$ cat src/rtl/hcmp_pkg.sv
package hcmp_pkg;
  parameter int EXP_W = 5;
  parameter int MAN_W = 10;
  localparam int OP_W = 1 + EXP_W + MAN_W;

  typedef struct packed {
    logic zero;
    logic sub;
    logic norm;
    logic inf;
    logic qnan;
    logic snan;
  } hcls_t;

  typedef enum logic [1:0] {
    ORD_GT = 2'd0,
    ORD_LT = 2'd1,
    ORD_EQ = 2'd2,
    ORD_UN = 2'd3
  } hord_t;

  typedef struct packed {
    logic zf;
    logic pf;
    logic cf;
  } hflg_t;
endpackage

$ cat src/rtl/hcmp_classify.sv
module hcmp_classify
  import hcmp_pkg::*;
#(
  parameter int EW = EXP_W,
  parameter int MW = MAN_W,
  localparam int W = 1 + EW + MW
) (
  input  logic [W-1:0] op_i,
  output hcls_t        cls_o
);
  logic [EW-1:0] exp_f;
  logic [MW-1:0] man_f;
  logic          exp_max, exp_min, man_nz;

  assign exp_f   = op_i[W-2 -: EW];
  assign man_f   = op_i[MW-1:0];
  assign exp_max = &exp_f;
  assign exp_min = ~|exp_f;
  assign man_nz  = |man_f;

  always_comb begin
    cls_o      = '0;
    cls_o.zero = exp_min & ~man_nz;
    cls_o.sub  = exp_min & man_nz;
    cls_o.norm = ~exp_min & ~exp_max;
    cls_o.inf  = exp_max & ~man_nz;
    // quiet bit is the top fraction bit
    cls_o.qnan = exp_max & man_nz & man_f[MW-1];
    cls_o.snan = exp_max & man_nz & ~man_f[MW-1];
  end
endmodule

$ cat src/rtl/hcmp_order.sv
module hcmp_order
  import hcmp_pkg::*;
#(
  parameter int W = OP_W
) (
  input  logic [W-1:0] op_a_i,
  input  logic [W-1:0] op_b_i,
  input  hcls_t        cls_a_i,
  input  hcls_t        cls_b_i,
  output hord_t        ord_o
);
  logic         sgn_a, sgn_b;
  logic [W-2:0] mag_a, mag_b;

  assign sgn_a = op_a_i[W-1];
  assign sgn_b = op_b_i[W-1];
  assign mag_a = op_a_i[W-2:0];
  assign mag_b = op_b_i[W-2:0];

  always_comb begin
    if (cls_a_i.qnan | cls_a_i.snan | cls_b_i.qnan | cls_b_i.snan)
      ord_o = ORD_UN;
    else if (cls_a_i.zero & cls_b_i.zero)
      ord_o = ORD_EQ;
    else if (sgn_a != sgn_b)
      ord_o = sgn_a ? ORD_LT : ORD_GT;
    else if (mag_a == mag_b)
      ord_o = ORD_EQ;
    else if (mag_a > mag_b)
      ord_o = sgn_a ? ORD_LT : ORD_GT;
    else
      ord_o = sgn_a ? ORD_GT : ORD_LT;
  end
endmodule

$ cat src/rtl/hcmp_flag_map.sv
module hcmp_flag_map
  import hcmp_pkg::*;
(
  input  hord_t ord_i,
  output hflg_t flg_o
);
  always_comb begin
    unique case (ord_i)
      ORD_GT:  flg_o = '{zf: 1'b0, pf: 1'b0, cf: 1'b0};
      ORD_LT:  flg_o = '{zf: 1'b0, pf: 1'b0, cf: 1'b1};
      ORD_EQ:  flg_o = '{zf: 1'b1, pf: 1'b0, cf: 1'b0};
      default: flg_o = '{zf: 1'b1, pf: 1'b1, cf: 1'b1};
    endcase
  end
endmodule

$ cat src/rtl/hcmp_unit.sv
module hcmp_unit
  import hcmp_pkg::*;
#(
  parameter int EW = EXP_W,
  parameter int MW = MAN_W,
  localparam int W = 1 + EW + MW
) (
  input  logic         clk_i,
  input  logic         rst_ni,
  input  logic         valid_i,
  input  logic [W-1:0] op_a_i,
  input  logic [W-1:0] op_b_i,
  input  logic         mask_inv_i,
  input  logic         mask_den_i,
  output logic         valid_o,
  output logic         zf_o,
  output logic         pf_o,
  output logic         cf_o,
  output logic         of_o,
  output logic         sf_o,
  output logic         af_o,
  output logic         flag_we_o,
  output logic         stat_inv_o,
  output logic         stat_den_o
);
  localparam int NOPS = 2;

  logic [W-1:0] ops [NOPS];
  hcls_t        cls [NOPS];
  hord_t        ord;
  hflg_t        flg_n, flg_q;
  logic         exc_inv, exc_den, blk, wr;
  logic         valid_q, we_q, inv_q, den_q;
  logic [2:0]   osa_q;

  assign ops[0] = op_a_i;
  assign ops[1] = op_b_i;

  for (genvar i = 0; i < NOPS; i++) begin : g_cls
    hcmp_classify #(.EW(EW), .MW(MW)) u_cls (
      .op_i  (ops[i]),
      .cls_o (cls[i])
    );
  end

  hcmp_order #(.W(W)) u_ord (
    .op_a_i  (op_a_i),
    .op_b_i  (op_b_i),
    .cls_a_i (cls[0]),
    .cls_b_i (cls[1]),
    .ord_o   (ord)
  );

  hcmp_flag_map u_map (
    .ord_i (ord),
    .flg_o (flg_n)
  );

  assign exc_inv = cls[0].snan | cls[1].snan;
  assign exc_den = cls[0].sub | cls[1].sub;
  // an unmasked exception blocks the architectural flag update
  assign blk     = (exc_inv & ~mask_inv_i) | (exc_den & ~mask_den_i);
  assign wr      = valid_i & ~blk;

  always_ff @(posedge clk_i or negedge rst_ni) begin
    if (!rst_ni) begin
      valid_q <= 1'b0;
      we_q    <= 1'b0;
      flg_q   <= '0;
      osa_q   <= '0;
      inv_q   <= 1'b0;
      den_q   <= 1'b0;
    end else begin
      valid_q <= valid_i;
      we_q    <= wr;
      if (wr) begin
        flg_q <= flg_n;
        osa_q <= '0;
      end
      if (valid_i) begin
        inv_q <= inv_q | exc_inv;
        den_q <= den_q | exc_den;
      end
    end
  end

  assign valid_o    = valid_q;
  assign flag_we_o  = we_q;
  assign zf_o       = flg_q.zf;
  assign pf_o       = flg_q.pf;
  assign cf_o       = flg_q.cf;
  assign of_o       = osa_q[2];
  assign sf_o       = osa_q[1];
  assign af_o       = osa_q[0];
  assign stat_inv_o = inv_q;
  assign stat_den_o = den_q;

  AST_CLASS_ONEHOT_A: assert property (@(posedge clk_i) disable iff (!rst_ni)
    $countones(cls[0]) == 1);
  AST_UNORD_PATTERN: assert property (@(posedge clk_i) disable iff (!rst_ni)
    pf_o |-> (zf_o && cf_o));
  AST_OSA_ZERO: assert property (@(posedge clk_i) disable iff (!rst_ni)
    valid_o |-> !(of_o || sf_o || af_o));
  AST_QNAN_NO_INV: assert property (@(posedge clk_i) disable iff (!rst_ni)
    (valid_i && !cls[0].snan && !cls[1].snan) |=> $stable(stat_inv_o));
  AST_FLAGS_HOLD: assert property (@(posedge clk_i) disable iff (!rst_ni)
    !wr |=> $stable({zf_o, pf_o, cf_o}));
  AST_STICKY_INV: assert property (@(posedge clk_i) disable iff (!rst_ni)
    stat_inv_o |=> stat_inv_o);
  AST_STICKY_DEN: assert property (@(posedge clk_i) disable iff (!rst_ni)
    stat_den_o |=> stat_den_o);
  AST_VALID_LATENCY: assert property (@(posedge clk_i) disable iff (!rst_ni)
    valid_i |=> valid_o);
  AST_WE_WITH_VALID: assert property (@(posedge clk_i) disable iff (!rst_ni)
    flag_we_o |-> valid_o);
endmodule

$ cat config.mk
export PLATFORM = sky130hd
export DESIGN_NAME = hcmp_unit
export DESIGN_NICKNAME = d
export VERILOG_FILES = /design/src/rtl/hcmp_pkg.sv /design/src/rtl/hcmp_classify.sv /design/src/rtl/hcmp_order.sv /design/src/rtl/hcmp_flag_map.sv /design/src/rtl/hcmp_unit.sv
export SDC_FILE = /design/constraint.sdc
export NUM_CORES = 1
export LEC_CHECK = 0
export BUFFER_PORTS_ARGS = -buffer_cell sky130_fd_sc_hd__buf_4
export CORE_UTILIZATION = 39
export CTS_CLUSTER_DIAMETER = 40
export CTS_CLUSTER_SIZE = 40
export DETAILED_ROUTE_END_ITERATION = 6
export GPL_TIMING_DRIVEN = 1
export PLACE_DENSITY = 0.75
export SLEW_MARGIN = 40
export SYNTH_ARGS = -nofsm -noshare
export SYNTH_HDL_FRONTEND = slang
export SYNTH_SLANG_ARGS = --single-unit
$ cat constraint.sdc
create_clock -name clk_i -period 0.8 [get_ports clk_i]
set_clock_uncertainty 0.05 [all_clocks]
set_input_delay 0.24 -clock clk_i [delete_from_list [all_inputs] [get_ports clk_i]]
set_output_delay 0.24 -clock clk_i [all_outputs]
set_load 0.02 [all_outputs]
Yosys cells after proc, flatten, opt, wreduce, memory -nomap -nowiden
Cells that the tools add are included.
Cells by class
  magnitude comparators: 1
  equality and inequality tests: 4
  mux-type cells: 8
  bitwise gates (word level): 29
  reductions and logical operators: 9
Operators by type and width (count)
  10-bit OR reduction: 2
  15-bit == test: 1
  15-bit greater-than comparator: 1
  1-bit bitwise AND: 14
  2-bit 2-to-1 mux: 5
  5-bit AND reduction: 2
  5-bit OR reduction: 2
  3-bit one-hot mux with 3 select lines: 1
  1-bit OR: 8
  1-bit inverter: 7
  2-bit by 1-bit == test with 1-bit output (second input constant): 1
  2-bit == test (second input constant): 1
  1-bit logical NOT: 2
  2-bit logical NOT: 1
  1-bit 2-to-1 mux: 2
  1-bit inequality test: 1
Storage, ports and cells
  register bits after elaboration: 7
  input bits: 37
  output and inout port bits: 10
  logic and storage cells: 58

Logic depth before layout (Yosys ltp)
Gate-level depths: netlist of the first run.
  depth after elaboration: 9
  depth in mapped cells: 8
  depth with buffers taken out: 8

Cells and area by module
From an unflattened synthesis of the first run, not the netlist that was laid out.
Second synthesis, totals
  cell total of the unflattened synthesis: 121
  area, all modules: 918.4 um2
Modules (own cells, without submodules)
  hcmp_order: instances 1, cells an instance 60, area an instance 432.9 um2, sequential area each 0.0 um2
  hcmp_unit: instances 1, cells an instance 22, area an instance 286.5 um2, sequential area each 175.2 um2
  hcmp_classify: instances 2, cells an instance 18, area an instance 92.6 um2, sequential area each 0.0 um2
  hcmp_flag_map: instances 1, cells an instance 3, area an instance 13.8 um2, sequential area each 0.0 um2

Least setup slack after synthesis of the first run
No wires, ideal clock.
  path type: input-to-reg
  from: input port op_b_i[2]
  to: register flg_q (netlist bit cf_o)
  library setup time: 82 ps
  data arrival time: 1580 ps
  required time: 668 ps
  slack: -912 ps
  stages on the path: 8
  buffers on the path: 0
  cell sequence: inv_1 -> ha_1 -> a21oi_1 -> a21oi_1 -> a2111oi_0 -> o21a_1 -> o211ai_1 -> a31oi_1
On the way
  longest elaborated chain between the ends: 8
  elaborated cells on any way between the ends: 28
  classes of those cells: order compare (1); eq/ne (3); mux (6); bitwise (16); reduce/logical (2)
Ends and longest elaborated chain
  start: declaration: RTL line hcmp_unit.sv:12  | input logic [W-1:0] op_b_i,
  15-bit greater-than comparator / 10-bit OR reduction (equally long branches): RTL line hcmp_order.sv:29, hcmp_classify.sv:19
  2-bit 2-to-1 mux, or another cell as far along: RTL line hcmp_order.sv:29  | else if (mag_a > mag_b)
  2-bit 2-to-1 mux, or another cell as far along: RTL line hcmp_order.sv:27  | else if (mag_a == mag_b)
  2-bit 2-to-1 mux, or another cell as far along: RTL line hcmp_order.sv:25  | else if (sgn_a != sgn_b)
  2-bit 2-to-1 mux, or another cell as far along: RTL line hcmp_order.sv:23  | else if (cls_a_i.zero & cls_b_i.zero)
  2-bit 2-to-1 mux / 1-bit OR (equally long branches): RTL line hcmp_order.sv:21, hcmp_unit.sv:62
  2-bit == test, or another cell as far along: RTL line hcmp_flag_map.sv:8  | unique case (ord_i)
  3-bit one-hot mux with 3 select lines / 1-bit bitwise AND (equally long branches): RTL line hcmp_flag_map.sv:8, hcmp_unit.sv:63
  end signal: assignment: RTL line hcmp_unit.sv:77  | flg_q <= flg_n;
  end: declaration: RTL line hcmp_unit.sv:31  | hflg_t flg_n, flg_q;
Parallel ways exist; a longest one is shown, timed or not.
A chain may end at the register's enable or synchronous reset.

Worst setup path after layout of the first run
  from: input port op_b_i[4]
  to: register flg_q (netlist bit cf_o)
Same word-level chain as after synthesis.

==> metrics.cfg, run 1 <==
[status]
outcome=finished with violations
violations=negative setup slack

[die]
fp-row-count=16
initial_core_util_pct=42.23
io_pins=47
dieArea_um2=2336
die_w_um=48.33
dieHeight_um=48.33
core_um2=1982

[timing]
layout_min_cycle_time_ns=1.561
fin_ws_ns=-0.7615
rsz0062_at_grt=true
slew_viol_final=0
hold_viol_final=0
setup_viol=13
fin_crit_sh_pct=195.2
fmax_mhz=640.4
worst_hold_slack_ns=0.06960

[grt]
antenna_found_initial=0
overflow=0
grt_pass1_vias=1035
grt_start_max_net_pins=8
track_usage_pct=21.93
grt_pass1_wl_um=4146

[detailed_routing]
wl_um=2811
post_drt_wl_per_cell_um=14.34
vias=1030
post-route-drc-count=0
ant_nets=0
dr.pass1.iters=3
avgViaCountPerCell=5.255
drtIter0Drc=5

[finish]
area_growth_pct=95.07
nNetsFinal=222
fillers=122
final_cell_area_um2=1633
layout-drive-gt1-share_pct=55.62
n_antenna_cell=0

[logic_synthesis]
synth_largest_area_cell=ha_1
yosysSeqAreaShare_pct=20.93
synthArstFlopShare_pct=100.0
synth_edf_count=0
yosysWarnings=0
synth_top_area_share_pct=22.42
syn_area_um2=837.1
ys_seq_elements=7
postSynthCellCount=102
avgSynthCellArea_um2=8.206
synthFlopType=dfrtp_1
ys_types=32
netlist_top_cells_area=ha_1 22%, dfrtp_1 21%, inv_1 7.6%

[pwr]
p_leak_nw=0.7749
ir_drop_mv=1.012
powerDensity_nw_per_um2=987.3

[placement]
portBuffers=43
place_area_um2=1390
gp_congestion=0.8612
place_hpwl_um=2076

[setup_path]
crit_type=primary input to register
arrival_ns=1.68
endpoint_kind=register
worst-path-max-fanout=2
worstPathRequired_ns=0.92
start_kind=primary input

[clock_network]
cts_num_sinks=7
clk_latency_ns=0.24
htree_levels=1
clockBufferDepth=2
numCtsBuffers=3
path_clk_slew_ns=0.06
root_buffer=clkbuf_4
cts_tree=done

[run]
drv_cap=0

[min_path]
holdCritPathClass=primary input to register

==> final timing paths <==
kind,from,slack (ns),depth (start not counted),to
worst min register to register,stat_inv_o,0.48,1,stat_inv_o
worst max register to register,zf_o,-0.03,3,zf_o
min in group asynchronous,rst_ni,0.30,2,valid_o
max in group asynchronous,rst_ni,0.28,2,cf_o
worst max-delay path,op_b_i[4],-0.76,9,cf_o
worst min-delay path,valid_i,0.07,1,valid_o
==> worst max-delay path: stages <==
cell and delay, ns:
buf_8 0.10, inv_1 0.08, ha_4 0.21, a21oi_2 0.15, nor2_1 0.10, a2111oi_4 0.37
o21a_1 0.18, o211ai_1 0.11, a31oi_1 0.14
==> state kept, by name (all words and copies together), names as in the netlist <==
signal / flops
stat_den_o: 1
flag_we_o: 1
cf_o: 1
pf_o: 1
valid_o: 1
stat_inv_o: 1
zf_o: 1
==> through the flow <==
step / setup TNS [ns] / total power [mW] / std cells / util (%) / setup WS (ns)
floorplan: -3.445 / 0.7657 / 104 / - / -0.7150
detailed placement: -4.947 / 1.138 / 186 / 70.14 / -1.043
global route: -6.125 / 1.731 / 196 / 82.39 / -0.8346
finish: -5.431 / 1.612 / 196 / 82.39 / -0.7615
global placement: -4.713 / 1.110 / 186 / 70.14 / -0.9697
CTS: -5.156 / 1.538 / 195 / 76.58 / -0.7281
==> placed cells by master, fill, tap and decap left out, types with 2 or more instances in the layout <==
cell type,instances
ha_1,10
a31oi_1,4
buf_8,3
nor2_1,5
buf_4,47
nand4_1,3
inv_1,14
nand3_1,4
nor3_1,2
o21bai_1,2
buf_6,13
conb_1,3
nor2_4,2
clkbuf_4,3
ha_4,5
nor4_4,2
nand2_1,6
or4_4,2
o211ai_1,2
a21oi_1,3
a21oi_2,4
nor4_2,2
dfrtp_1,7
==> synth_stat cells (all sizes together) (2+ instances only) <==
library cell,instances
inv,17
ha,15
nor2,8
a21oi,7
dfrtp,7
nand2,6
a31oi,4
nand3,4
nor4,4
buf,3
nand4,3
nor3,3
o211ai,2
o21bai,2
or4,2
==> logic make-up after synthesis <==
kind of cell             share of synthesized area (%)
other                                           0.4480
AND/OR/NAND/NOR                                  23.62
XOR/XNOR                                         1.047
adder cells (fa/ha/maj)                          22.42
flip-flops                                       20.93
AO/OA/AOI/OAI                                    21.22
buffers and inverters                            10.31
==> per-layer routing <==
metal / vias up / track usage (%) / routed length (µm)
li1: 503 / - / -
met5: - / 0 / 0
met3: 6 / 4.088 / 75
met2: 28 / 41.55 / 1570
met4: 0 / 4.412 / 48
met1: 493 / 25.44 / 1116
==> layout make-up <==
type                       instances  area, µm²  area share (%)
tap                               27      33.78           2.069
multi-input combinational         77      759.5           46.51
sequential                         7      175.2           10.73
clock buffer                       4      26.28           1.609
inverter                          17      83.83           5.134
timing repair buffer              64      554.3           33.95
==> what timing repair did <==
action                                  4_1_cts  5_1_grt
buffers inserted                              4        2
resized for setup                            15       18
endpoints found under the setup margin       13       13
hold buffers                                  1        0
endpoints found under the hold margin         7        0
gates cloned                                  0        0
pin swaps                                     8       23
==> where the power goes <==
group | switching (mW) | leakage (nW) | internal, mW | total [mW]
logic | 0.386 | 0.680 | 0.471 | 0.857
clock network | 0.129 | 0.0150 | 0.190 | 0.320
registers | 0.0335 | 0.0802 | 0.402 | 0.436
Note: power is estimated with default switching activity, not from simulation.
==> inputs of run 2 (changes only) <==
Settings changed: TNS_END_PERCENT from default to 50.
==> run 2 against run 1 <==
The flow still finishes with violations (negative setup slack). Cell count shrank 1.0%. Core utilization rose by 0.38 points. Sequential share of layout area barely moved. Fmax rose by 1.9%. Sequential power about the same. First-iteration DRC count rose to 4.4 times the previous value. Non-clock buffer count decreased by 2.
==> metrics.cfg, run 2 (synthesis results as in run 1) <==
[status]
violations=negative setup slack
outcome=finished with violations

[detailed_routing]
wl_um=2854
dr_wl_met3_um=141
drtIter0Drc=22
vias=1037
top_layer_used=met4
dr.pass1.iters=4
ant_nets=0
avgViaCountPerCell=5.345
post_drt_wl_per_cell_um=14.71
wl_met2_um=1537
wl_met1_um=1065
post-route-drc-count=0

[grt]
grt_pass1_wl_um=4491
overflow=0
grt_start_max_net_pins=8
grt_pass1_vias=1073
track_usage_pct=25.00
antenna_found_initial=0

[clock_network]
cts_num_sinks=7
clk_latency_ns=0.25
path_clk_slew_ns=0.05
clockBufferDepth=2
root_buffer=clkbuf_4
numCtsBuffers=3
cts_tree=done
htree_levels=1

[finish]
final_cell_mix=45 x buf_4, 15 x buf_6, 10 x inv_1
nNetsFinal=220
layout-drive-gt1-share_pct=58.68
n_antenna_cell=0
area_growth_pct=95.96
final_common_cell=buf_4
final_util_pct=82.77

[timing]
layout_min_cycle_time_ns=1.532
setup_viol=13
slew_viol_final=0
hold_viol_final=0
fmax_mhz=652.7
rsz0062_at_grt=true
fin_ws_ns=-0.7320
fin_crit_sh_pct=191.5

[setup_path]
endpoint_kind=register
crit_type=primary input to register
worstPathRequired_ns=0.92
worst-path-max-fanout=7
start_kind=primary input
arrival_ns=1.65

[die]
die_w_um=48.33
core_um2=1982
initial_core_util_pct=42.23
io_pins=47
fp-row-count=16
dieHeight_um=48.33
dieArea_um2=2336

[pwr]
combPwrFrac_pct=52.8
power_mw=1.606
p_sw_mw=0.5493
powerDensity_nw_per_um2=978.8
p_int_mw=1.056
p_sw_share_pct=34.21
p_leak_nw=0.7569
ir_drop_mv=0.7395
power.share.clock_pct=20.1
pwr-share-seq_pct=27.0

[placement]
portBuffers=43
place_ws_ns=-1.080
gp_congestion=0.8569
place_hpwl_um=2118

[min_path]
holdCritPathClass=primary input to register

[run]
drv_cap=0

-- run 2: cell types whose count changed in the layout (fill, tap and decap cells not counted), moves of 2 or more --
| cell | previous run | this run |
|---|---|---|
| buf_4 | 47 | 45 |
| buf_6 | 13 | 15 |
| buf_8 | 3 | 1 |
| ha_1 | 10 | 5 |
| ha_4 | 5 | 9 |
| inv_1 | 14 | 10 |
| inv_2 | 0 | 3 |
-- run 2: through the flow --
step / area, µm² / setup TNS (ns) / hold slack, ns / std cells
CTS: 1541 / -5.286 / 0.07714 / 193
floorplan: 930.9 / -3.480 / -0.1056 / 104
finish: 1640 / -5.669 / 0.08579 / 194
detailed placement: 1385 / -5.746 / 0.005348 / 187
global route: 1640 / -6.228 / 0.07497 / 194
global placement: 1385 / -5.506 / 0.003913 / 187
-- run 2: cell type report --
class,count,area [µm²]
multi-input combinational,77,787.0
timing repair buffer,62,531.8
fill,128,341.6
sequential,7,175.2
inverter,17,86.33
tap,27,33.78
clock buffer,4,26.28
-- run 2: final timing paths --
kind                              end  slack (ns)       start  depth (start not counted)
max                              pf_o       -0.73   op_b_i[4]                          7
min                           valid_o        0.09     valid_i                          1
max reg2reg                      zf_o        0.09        zf_o                          2
min reg2reg                stat_den_o        0.45  stat_den_o                          1
max in group asynchronous     valid_o        0.28      rst_ni                          2
min in group asynchronous        cf_o        0.30      rst_ni                          2
-- run 2: metal layers --
metal | up-vias | global-route usage (%)
li1 | 499 | -
met1 | 482 | 24.51
met2 | 46 | 50.70
met3 | 10 | 4.403
met4 | 0 | 9.804
met5 | - | 0
-- run 2: critical path, stage by stage --
cell and delay [ns]:
buf_6 0.10, nor4_4 0.27, nand4_1 0.26, a32oi_2 0.35, o221a_4 0.26, nor2_1 0.05, a31oi_1 0.13
-- run 2: timing repair --
action,in CTS,in global routing
pin swaps,22,17
endpoints found under the hold margin,7,0
setup endpoints to repair,13,13
hold buffers,1,0
resized for setup,22,15
cloned,0,0
setup buffers,2,2
-- run 2: power groups by stage --
| stage | clock (mW) | combinational, mW | sequential, mW |
|---|---|---|---|
| 4_1_cts | 0.328 | 0.782 | 0.434 |
| 3_5_place_dp | 0 | 0.703 | 0.430 |
| 2_1_floorplan | 0 | 0.276 | 0.488 |
| 3_3_place_gp | 0 | 0.675 | 0.430 |
| 5_1_grt | 0.352 | 0.913 | 0.439 |
| 6_report | 0.323 | 0.848 | 0.434 |
==> inputs of run 3 (changes only) <==
Settings changed: CORE_UTILIZATION 39 to 44, PLACE_DENSITY 0.75 to 0.8.
Clock period 0.8 ns to 1.5 ns, I/O delays scaled along.
==> run 3 against run 2 <==
The run still ends with negative setup slack left. Clock-buffer cell count did not move. Critical path depth rose by 2. Combinational power fell by 45%. First-iteration DRC count rose to 3.1 times the previous value.
==> metrics.cfg, run 3 (synthesis results as in run 1) <==
[status]
outcome=finished with violations
violations=negative setup slack

[grt]
grt_start_max_net_pins=8
grt_pass1_vias=1220
grt_pass1_wl_um=5402
track_usage_pct=36.78
antenna_found_initial=0
overflow=0

[finish]
regArea_um2=175.2
layout-drive-gt1-share_pct=57.65
multi_input_comb_area_um2=764.5
final_cells=195
final_cell_mix=57 x buf_4, 14 x inv_1, 10 x ha_1
n_antenna_cell=0
final_common_cell=buf_4
fillers=66
area_growth_pct=91.78
final_cell_area_um2=1605
nNetsFinal=223

[min_path]
holdCritPathClass=primary input to register
holdCritStartpoint=valid_i
min_to=valid_o
holdPathStages=1

[clock_network]
path_clk_slew_ns=0.06
htree_levels=1
cts_num_sinks=7
clk_latency_ns=0.26
clockBufferDepth=2
numCtsBuffers=3
root_buffer=clkbuf_4
cts_tree=done

[die]
io_pins=47
die_w_um=45.62
dieHeight_um=45.62
initial_core_util_pct=47.96
dieArea_um2=2081
fp-row-count=15
core_um2=1745

[setup_path]
reg2reg_from=zf_o
r2r_slack_ns=0.70
worst-path-max-fanout=4
crit_path_start=op_b_i[4]
endpoint_kind=register
worstPathRequired_ns=1.58
arrival_ns=2.00
reg2reg_depth=2
start_kind=primary input
crit_type=primary input to register
reg2reg_to=zf_o

[timing]
fin_ws_ns=-0.4168
hold_viol_final=0
worst_hold_slack_ns=0.2651
layout_min_cycle_time_ns=1.917
slew_viol_final=0
fmax_mhz=521.7
fin_crit_sh_pct=127.8
rsz0062_at_grt=true
setup_viol=6

[run]
drv_cap=0

[pwr]
powerDensity_nw_per_um2=550.7
power_mw=0.8840
p_leak_nw=0.7437
ir_drop_mv=0.5759

[placement]
placed_cells=186
portBuffers=43
place_hpwl_um=2063
gp_congestion=0.8567
place_area_um2=1390

[detailed_routing]
vias=1194
post_drt_wl_per_cell_um=20.84
ant_nets=0
post-route-drc-count=0
dr.pass1.iters=5
drtIter0Drc=69
avgViaCountPerCell=6.123
wl_um=4064

==> run 3: how the worst max path moves through the flow <==
stage	endpoint	slack, ns	cells past startpoint
2_1_floorplan	cf_o	-0.23	8
3_3_place_gp	cf_o	-0.47	9
3_5_place_dp	zf_o	-0.64	7
4_1_cts	zf_o	-0.26	7
5_1_grt	cf_o	-0.86	9
6_report	cf_o	-0.42	9
==> run 3: metal layers <==
metal  part of all wire [%]  vias up  track usage [%]  routed length, µm
met5                      0        -                0                  0
met4                    7.3        0            23.64                295
met3                    9.8       34            7.143                397
met2                     49      119            68.29               2004
met1                     34      533            36.54               1366
li1                       -      508                -                  -
==> run 3: cell type report <==
| class | instances | share of cell area, % |
|---|---|---|
| clock buffers | 4 | 1.637 |
| inverters | 17 | 5.222 |
| multi-input cells | 77 | 47.62 |
| flip-flops and latches | 7 | 10.91 |
| well taps | 25 | 1.949 |
| repair buffers | 65 | 32.66 |
==> run 3: through the flow <==
stage,worst slack [ns],utilization (%),TNS (ns)
detailed placement,-0.6377,79.64,-2.694
global placement,-0.4709,79.64,-2.086
global route,-0.8565,91.97,-2.301
floorplan,-0.2250,-,-0.7283
CTS,-0.2571,88.32,-0.7196
finish,-0.4168,91.97,-1.436
==> run 3: timing repair <==
item,CTS,global route
buffers inserted,3,1
resized for setup,16,12
hold buffers,1,0
pin swaps,15,5
hold endpoints to repair,7,0
setup endpoints to repair,6,6
==> run 3: power breakdown <==
| group | leakage (nW) | internal, mW | switching, mW |
|---|---|---|---|
| combinational | 0.648 | 0.232 | 0.235 |
| clock | 0.0150 | 0.102 | 0.0801 |
| sequential | 0.0802 | 0.214 | 0.0207 |
| total | 0.744 | 0.548 | 0.336 |
==> run 3: worst max-delay path: stages <==
cell     delay (ns)
buf_6          0.10
nor4_4         0.28
nand4_1        0.29
buf_4          0.25
buf_4          0.13
nand2_2        0.06
nand2_2        0.06
a31oi_1        0.23
a31oi_1        0.14
